## src/rtl/wov_pkg.sv

```systemverilog
package wov_pkg;
  // Spill size classes as seen on spillClass
  typedef enum logic [1:0] {
    SPILL_NONE = 2'b00,
    SPILL_4    = 2'b01,
    SPILL_8    = 2'b10,
    SPILL_12   = 2'b11
  } spillClass_e;

  // Strobes from control to datapath
  typedef struct packed {
    logic capture;   // a check is evaluated this cycle
    logic takeTrap;  // the evaluated check raises a trap
  } wovCtl_t;
endpackage

```

## src/rtl/wov_ctrl.sv

```systemverilog
module wov_ctrl (
  input  logic            clk,
  input  logic            rstN,
  input  logic            checkStb,
  input  logic            ovfEnable,
  input  logic            excModeIn,
  input  logic            scanHit,
  output wov_pkg::wovCtl_t ctl,
  output logic            trapPulse
);
  logic armed;

  // Checking applies only with overflow enabled and outside exception mode
  assign armed        = ovfEnable & ~excModeIn;
  assign ctl.capture  = checkStb;
  assign ctl.takeTrap = checkStb & armed & scanHit;

  always_ff @(posedge clk or negedge rstN) begin
    if (!rstN) trapPulse <= 1'b0;
    else       trapPulse <= ctl.takeTrap;
  end

  // a blocked status never yields a trap
  a_r2_gated_no_trap: assert property (@(posedge clk) disable iff (!rstN)
    (checkStb && (!ovfEnable || excModeIn)) |=> !trapPulse);

  // no strobe, no trap
  a_r8_no_strobe: assert property (@(posedge clk) disable iff (!rstN)
    !checkStb |=> !trapPulse);
endmodule

```

## src/rtl/wov_datapath.sv

```systemverilog
module wov_datapath #(
  parameter int NUM_POS = 16,
  parameter int PC_W    = 32,
  localparam int BASE_W = $clog2(NUM_POS)
) (
  input  logic                clk,
  input  logic                rstN,
  input  wov_pkg::wovCtl_t    ctl,
  input  logic [BASE_W-1:0]   baseIn,
  input  logic [NUM_POS-1:0]  liveMask,
  input  logic [1:0]          needGroups,
  input  logic [PC_W-1:0]     pcIn,
  input  logic                excModeIn,
  output logic                scanHit,
  output logic [1:0]          spillClass,
  output logic [1:0]          rotateBy,
  output logic [BASE_W-1:0]   savedBase,
  output logic [BASE_W-1:0]   newBase,
  output logic                excModeOut,
  output logic [PC_W-1:0]     exceptPc
);
  import wov_pkg::*;

  localparam int LOOK = 5;  // up to 3 scan positions plus 2 class positions

  // Live bits at wrapped positions base+1 .. base+5
  logic [LOOK:1] ahead;
  for (genvar j = 1; j <= LOOK; j++) begin : g_ahead
    logic [BASE_W-1:0] pos;
    assign pos      = baseIn + BASE_W'(j);
    assign ahead[j] = liveMask[pos];
  end

  logic [1:0]  hitN;
  logic [2:0]  idxA, idxB;
  spillClass_e cls;

  // Nearest live frame within the referenced groups
  always_comb begin
    scanHit = 1'b0;
    hitN    = 2'd0;
    for (int k = 1; k <= 3; k++) begin
      if (!scanHit && (2'(k) <= needGroups) && ahead[k]) begin
        scanHit = 1'b1;
        hitN    = 2'(k);
      end
    end
  end

  // Class from the spacing of the next live frames past the hit
  always_comb begin
    idxA = 3'(hitN) + 3'd1;
    idxB = 3'(hitN) + 3'd2;
    if (ahead[idxA])      cls = SPILL_4;
    else if (ahead[idxB]) cls = SPILL_8;
    else                  cls = SPILL_12;
  end

  always_ff @(posedge clk or negedge rstN) begin
    if (!rstN) begin
      spillClass <= '0;
      rotateBy   <= '0;
      savedBase  <= '0;
      newBase    <= '0;
      excModeOut <= 1'b0;
      exceptPc   <= '0;
    end else if (ctl.capture) begin
      if (ctl.takeTrap) begin
        spillClass <= cls;
        rotateBy   <= hitN;
        newBase    <= baseIn + BASE_W'(hitN);
        savedBase  <= baseIn;
        excModeOut <= 1'b1;
        exceptPc   <= pcIn;
      end else begin
        spillClass <= SPILL_NONE;
        rotateBy   <= 2'd0;
        newBase    <= baseIn;
        excModeOut <= excModeIn;
      end
    end
  end

  // status fields only move on a trap
  a_r6_pc_held: assert property (@(posedge clk) disable iff (!rstN)
    !ctl.takeTrap |=> ($stable(exceptPc) && $stable(savedBase)));

  // the new base sits rotateBy ahead of the saved base after a trap
  a_r4_rotate: assert property (@(posedge clk) disable iff (!rstN)
    ctl.takeTrap |=> (newBase == savedBase + BASE_W'(rotateBy)));

  // the rotation never exceeds the referenced group count
  a_r3_within_w: assert property (@(posedge clk) disable iff (!rstN)
    ctl.takeTrap |=> (rotateBy != 2'd0 && rotateBy <= $past(needGroups)));
endmodule

```

## src/rtl/wov_unit.sv

```systemverilog
module wov_unit #(
  parameter int NUM_POS = 16,
  parameter int PC_W    = 32,
  localparam int BASE_W = $clog2(NUM_POS)
) (
  input  logic               clk,
  input  logic               rstN,
  input  logic               checkStb,
  input  logic [BASE_W-1:0]  baseIn,
  input  logic [NUM_POS-1:0] liveMask,
  input  logic [1:0]         needGroups,
  input  logic [PC_W-1:0]    pcIn,
  input  logic               ovfEnable,
  input  logic               excModeIn,
  output logic               trapPulse,
  output logic [1:0]         spillClass,
  output logic [1:0]         rotateBy,
  output logic [BASE_W-1:0]  savedBase,
  output logic [BASE_W-1:0]  newBase,
  output logic               excModeOut,
  output logic [PC_W-1:0]    exceptPc
);
  wov_pkg::wovCtl_t ctl;
  logic scanHit;

  wov_ctrl i_ctrl (
    .clk(clk), .rstN(rstN), .checkStb(checkStb), .ovfEnable(ovfEnable),
    .excModeIn(excModeIn), .scanHit(scanHit), .ctl(ctl), .trapPulse(trapPulse)
  );

  wov_datapath #(.NUM_POS(NUM_POS), .PC_W(PC_W)) i_dp (
    .clk(clk), .rstN(rstN), .ctl(ctl), .baseIn(baseIn), .liveMask(liveMask),
    .needGroups(needGroups), .pcIn(pcIn), .excModeIn(excModeIn),
    .scanHit(scanHit), .spillClass(spillClass), .rotateBy(rotateBy),
    .savedBase(savedBase), .newBase(newBase), .excModeOut(excModeOut),
    .exceptPc(exceptPc)
  );

  // a trap always sets exception mode and names a spill class
  a_r5_trap_fields: assert property (@(posedge clk) disable iff (!rstN)
    trapPulse |-> (excModeOut && spillClass != 2'b00));

  // zero groups referenced never traps
  a_r3_w_zero: assert property (@(posedge clk) disable iff (!rstN)
    (checkStb && needGroups == 2'd0) |=> !trapPulse);

  // outputs hold without a strobe
  a_r8_hold: assert property (@(posedge clk) disable iff (!rstN)
    !checkStb |=> ($stable(newBase) && $stable(spillClass) && $stable(excModeOut)));
endmodule

```

## config.mk

```make
export PLATFORM = sky130hd
export DESIGN_NAME = wov_unit
export DESIGN_NICKNAME = d
export VERILOG_FILES = /design/src/rtl/wov_pkg.sv /design/src/rtl/wov_ctrl.sv /design/src/rtl/wov_datapath.sv /design/src/rtl/wov_unit.sv
export SDC_FILE = /design/constraint.sdc
export NUM_CORES = 1
export LEC_CHECK = 0
export BUFFER_PORTS_ARGS = -buffer_cell sky130_fd_sc_hd__clkbuf_2
export CAP_MARGIN = 0
export CELL_PAD_IN_SITES_DETAIL_PLACEMENT = 0
export CELL_PAD_IN_SITES_GLOBAL_PLACEMENT = 1
export CORE_ASPECT_RATIO = 0.8
export CORE_UTILIZATION = 41
export CTS_CLUSTER_SIZE = 40
export DETAILED_ROUTE_END_ITERATION = 12
export GPL_TIMING_DRIVEN = 1
export PLACE_DENSITY_LB_ADDON = 0.12
export SETUP_SLACK_MARGIN = 0.4
export SYNTH_ARGS = -nofsm -noshare
export SYNTH_HDL_FRONTEND = slang
export SYNTH_SLANG_ARGS = --single-unit
```

## constraint.sdc

```tcl
create_clock -name clk -period 1.45 [get_ports clk]
set_input_delay 0.0725 -clock clk [delete_from_list [all_inputs] [get_ports clk]]
set_output_delay 0.0725 -clock clk [all_outputs]
set_load 0.03 [all_outputs]
```

==> reports/metrics.cfg <==
[synth]
syn_nets=271
synth_seq_area_share=0.4174
syn-cell-area_um2=2758
async_flop_share=1.000
ys.flop_type=dfrtp_1
synthMuxAreaShare=0.3412
synth_fa_ha_area_frac=0.04356
synth_edf_count=0
synth_top_family_by_area=multiplexers
ys_ff_latch=46
synth-simple-area-share=0.04537
synth_area_leaders=dfrtp_1, mux4_2, mux2_2
syn_area_per_cell_um2=13.58
synth.largest_area_cell=dfrtp_1
synth.distinct_cells=39
synth-xor-area-share=0.01906
netlist.area_leader.share=0.4174
postSynthCellCount=203
yosys_warnings=0
synth_compound_area_frac=0.08757

[worst_setup_path]
crit_type=in -> reg
critical_path.endpoint_type=register
crit_slowest_cell=mux4_2
startpoint_type=input port
path_max_fanout=7
crit_buf_inv=3
r2r_setup_slack_ps=590
crit_arrival_ps=2770
worst_r2r_path_depth=2
path_delay_family=compound AO/OA/AOI/OAI gates
r2r_end=i_dp.spillClass[0]$_DFFE_PN0P_
worstPathRequired_ps=1640
cp_cell_sequence=clkbuf_16 -> inv_4 -> ha_4 -> mux4_2 -> mux4_2 -> o21ai_4 -> o21a_1 -> inv_2 -> ha_4 -> o21a_1 -> o21ai_1 -> a221o_1 -> a32o_1
cp_slowest_stage_delay_ps=550
reg2reg_from=i_dp.spillClass[0]$_DFFE_PN0P_

[clock_network]
cts.clk_slew.worst_paths_ps=90
clk_latency_ps=290
cts.sinks=46
tritoncts=done
cts_buffer_depth=2
cts_made_buffers=5
htreeDepth=2
root_buffer=clkbuf_8

[status]
status=finished, violations left
violations=setup timing

[global_route]
grt_usage=0.2288
grt_pass1_wl_mm=12.00
grt_antenna_before_repair=0
overflow=0
grt_max_degree=47
grt_pass1_vias=2347

[worst_hold_path]
worstHoldPathCells=2
holdPathEnd=i_dp.exceptPc[15]$_DFFE_PN0P_
hp-start=pcIn[15]
hp-class=in -> reg

[drt]
drc=0
drt_iter0_drc=114
routed_wl_mm=8.077
avgRoutedWirePerCell_um=17.22
vias_per_cell=5.186
first_pass_iters=4
vias=2432
antenna_left=0

[sta]
rsz0062_at_grt=true
worstMarginPinSlew_ps=319.9
final-setup-viol-count=46
final.min_clock_period_ps=2581
finalSetupTns_ps=-40370
skew_ps=0
drv_slew=0
period_share=1.780
setup_slack_ps=-1131
fmax_ghz=0.3875
relSlewSlack=0.7825
finalHoldViolations=0

[placement]
dp_hpwl_mm=5.303
gp_congestion=0.9682
port_buffers=104

[power]
total_power_uw=5591
power_frac_comb=0.530
p_int_uw=3361
p_per_area_nw_per_um2=1244
switching_share=0.3988
ir_drop_v=0.001050
leakagePower_uw=0.002157
p_seq_frac=0.337
switching_power_uw=2230
p_clk_frac=0.133

[finish]
layout_commonest_cell=clkbuf_2
layout_common_cells=clkbuf_2, buf_4, dfrtp_1
final_nets=453
syn2layout_area_growth_pct=63.02
n_antenna_cell=0
drive_gt1_frac=0.6909

[die]
die_w_um=93.69
start_util=0.4281
io_pins=105
num_rows=26
die_area_um2=7060
core_um2=6441
die_y_um=75.36

[job]
drv_cap=0

cells by family (layout without fill, tap and decap cells):
| kind of cell | count (synthesis) | after routing |
|---|---|---|
| compound gates | 31 | 31 |
| xor+xnor | 6 | 6 |
| fa+ha+maj | 9 | 9 |
| buf+inv | 19 | 201 |
| flops | 46 | 46 |
| mux | 64 | 64 |
| simple gates | 28 | 28 |
how the worst max path moves through the flow:
stage,cells past startpoint,end,from
floorplan,16,i_dp.spillClass[1]$_DFFE_PN0P_,baseIn[0]
global placement,13,i_dp.spillClass[1]$_DFFE_PN0P_,baseIn[0]
detailed placement,13,i_dp.spillClass[1]$_DFFE_PN0P_,baseIn[0]
CTS,13,i_dp.spillClass[1]$_DFFE_PN0P_,baseIn[1]
global route,13,i_dp.spillClass[1]$_DFFE_PN0P_,baseIn[0]
finish,13,i_dp.spillClass[1]$_DFFE_PN0P_,baseIn[0]
power groups by stage:
stage	Sequential [µW]	Combinational (µW)	Clock (µW)
5_1_grt	1930	3140	809
6_report	1880	2960	743
2_1_floorplan	2660	899	0
4_1_cts	1880	2860	769
3_5_place_dp	1890	2530	0
3_3_place_gp	1870	2510	0
synthesized netlist by cell type, drive strengths merged, types with 4 or more instances:
library cell,count
a21oi,8
xnor2,4
nand2,8
nor2,8
mux2,40
nand3,7
mux2i,7
mux4,17
inv,9
o21ai,5
a31oi,4
dfrtp,46
ha,8
buf,8
state kept, by name, summed over array words and instances (netlist names):
signal	flops
i_dp.spillClass	2
i_dp.excModeOut	1
i_dp.savedBase	4
i_dp.newBase	4
i_dp.rotateBy	2
i_dp.exceptPc	32
i_ctrl.trapPulse	1
cell type report:
cell class,count,area (µm²)
Tap cell,84,105.1
Clock buffer,5,68.82
Fill cell,477,1946
Multi-Input combinational cell,138,1728
Clock inverter,2,10.01
Sequential cell,46,1151
Inverter,9,38.79
Timing Repair Buffer,185,1394
per-stage QoR:
step / std cells / hold slack, ps / util / worst slack (ps) / cell area, µm²
floorplan: 203 / -223.1 / - / -1784 / 2845
global placement: 430 / 77.16 / 0.5794 / -1477 / 3732
detailed placement: 430 / 75.00 / 0.5794 / -1577 / 3732
CTS: 458 / 0.1794 / 0.6653 / -1090 / 4285
global route: 469 / 3.213 / 0.6979 / -1210 / 4496
finish: 469 / 3.601 / 0.6979 / -1131 / 4496
per-layer routing:
metal  GRT usage  wire [µm]  up-vias
li1            -          -     1131
met1      0.3213       3668     1188
met2      0.3682       3786      100
met3     0.04990        516       13
met4     0.05299        106        0
met5           0          0        -
what timing repair did:
action / in CTS / in global routing
hold endpoints to repair: 48 / 7
cloned: 5 / 2
hold buffers: 3 / 7
endpoints found under the setup margin: 46 / 46
setup buffers: 13 / 2
pin swaps: 11 / 10
gates resized for setup: 48 / 17
Power figures use the tool's default switching activity.
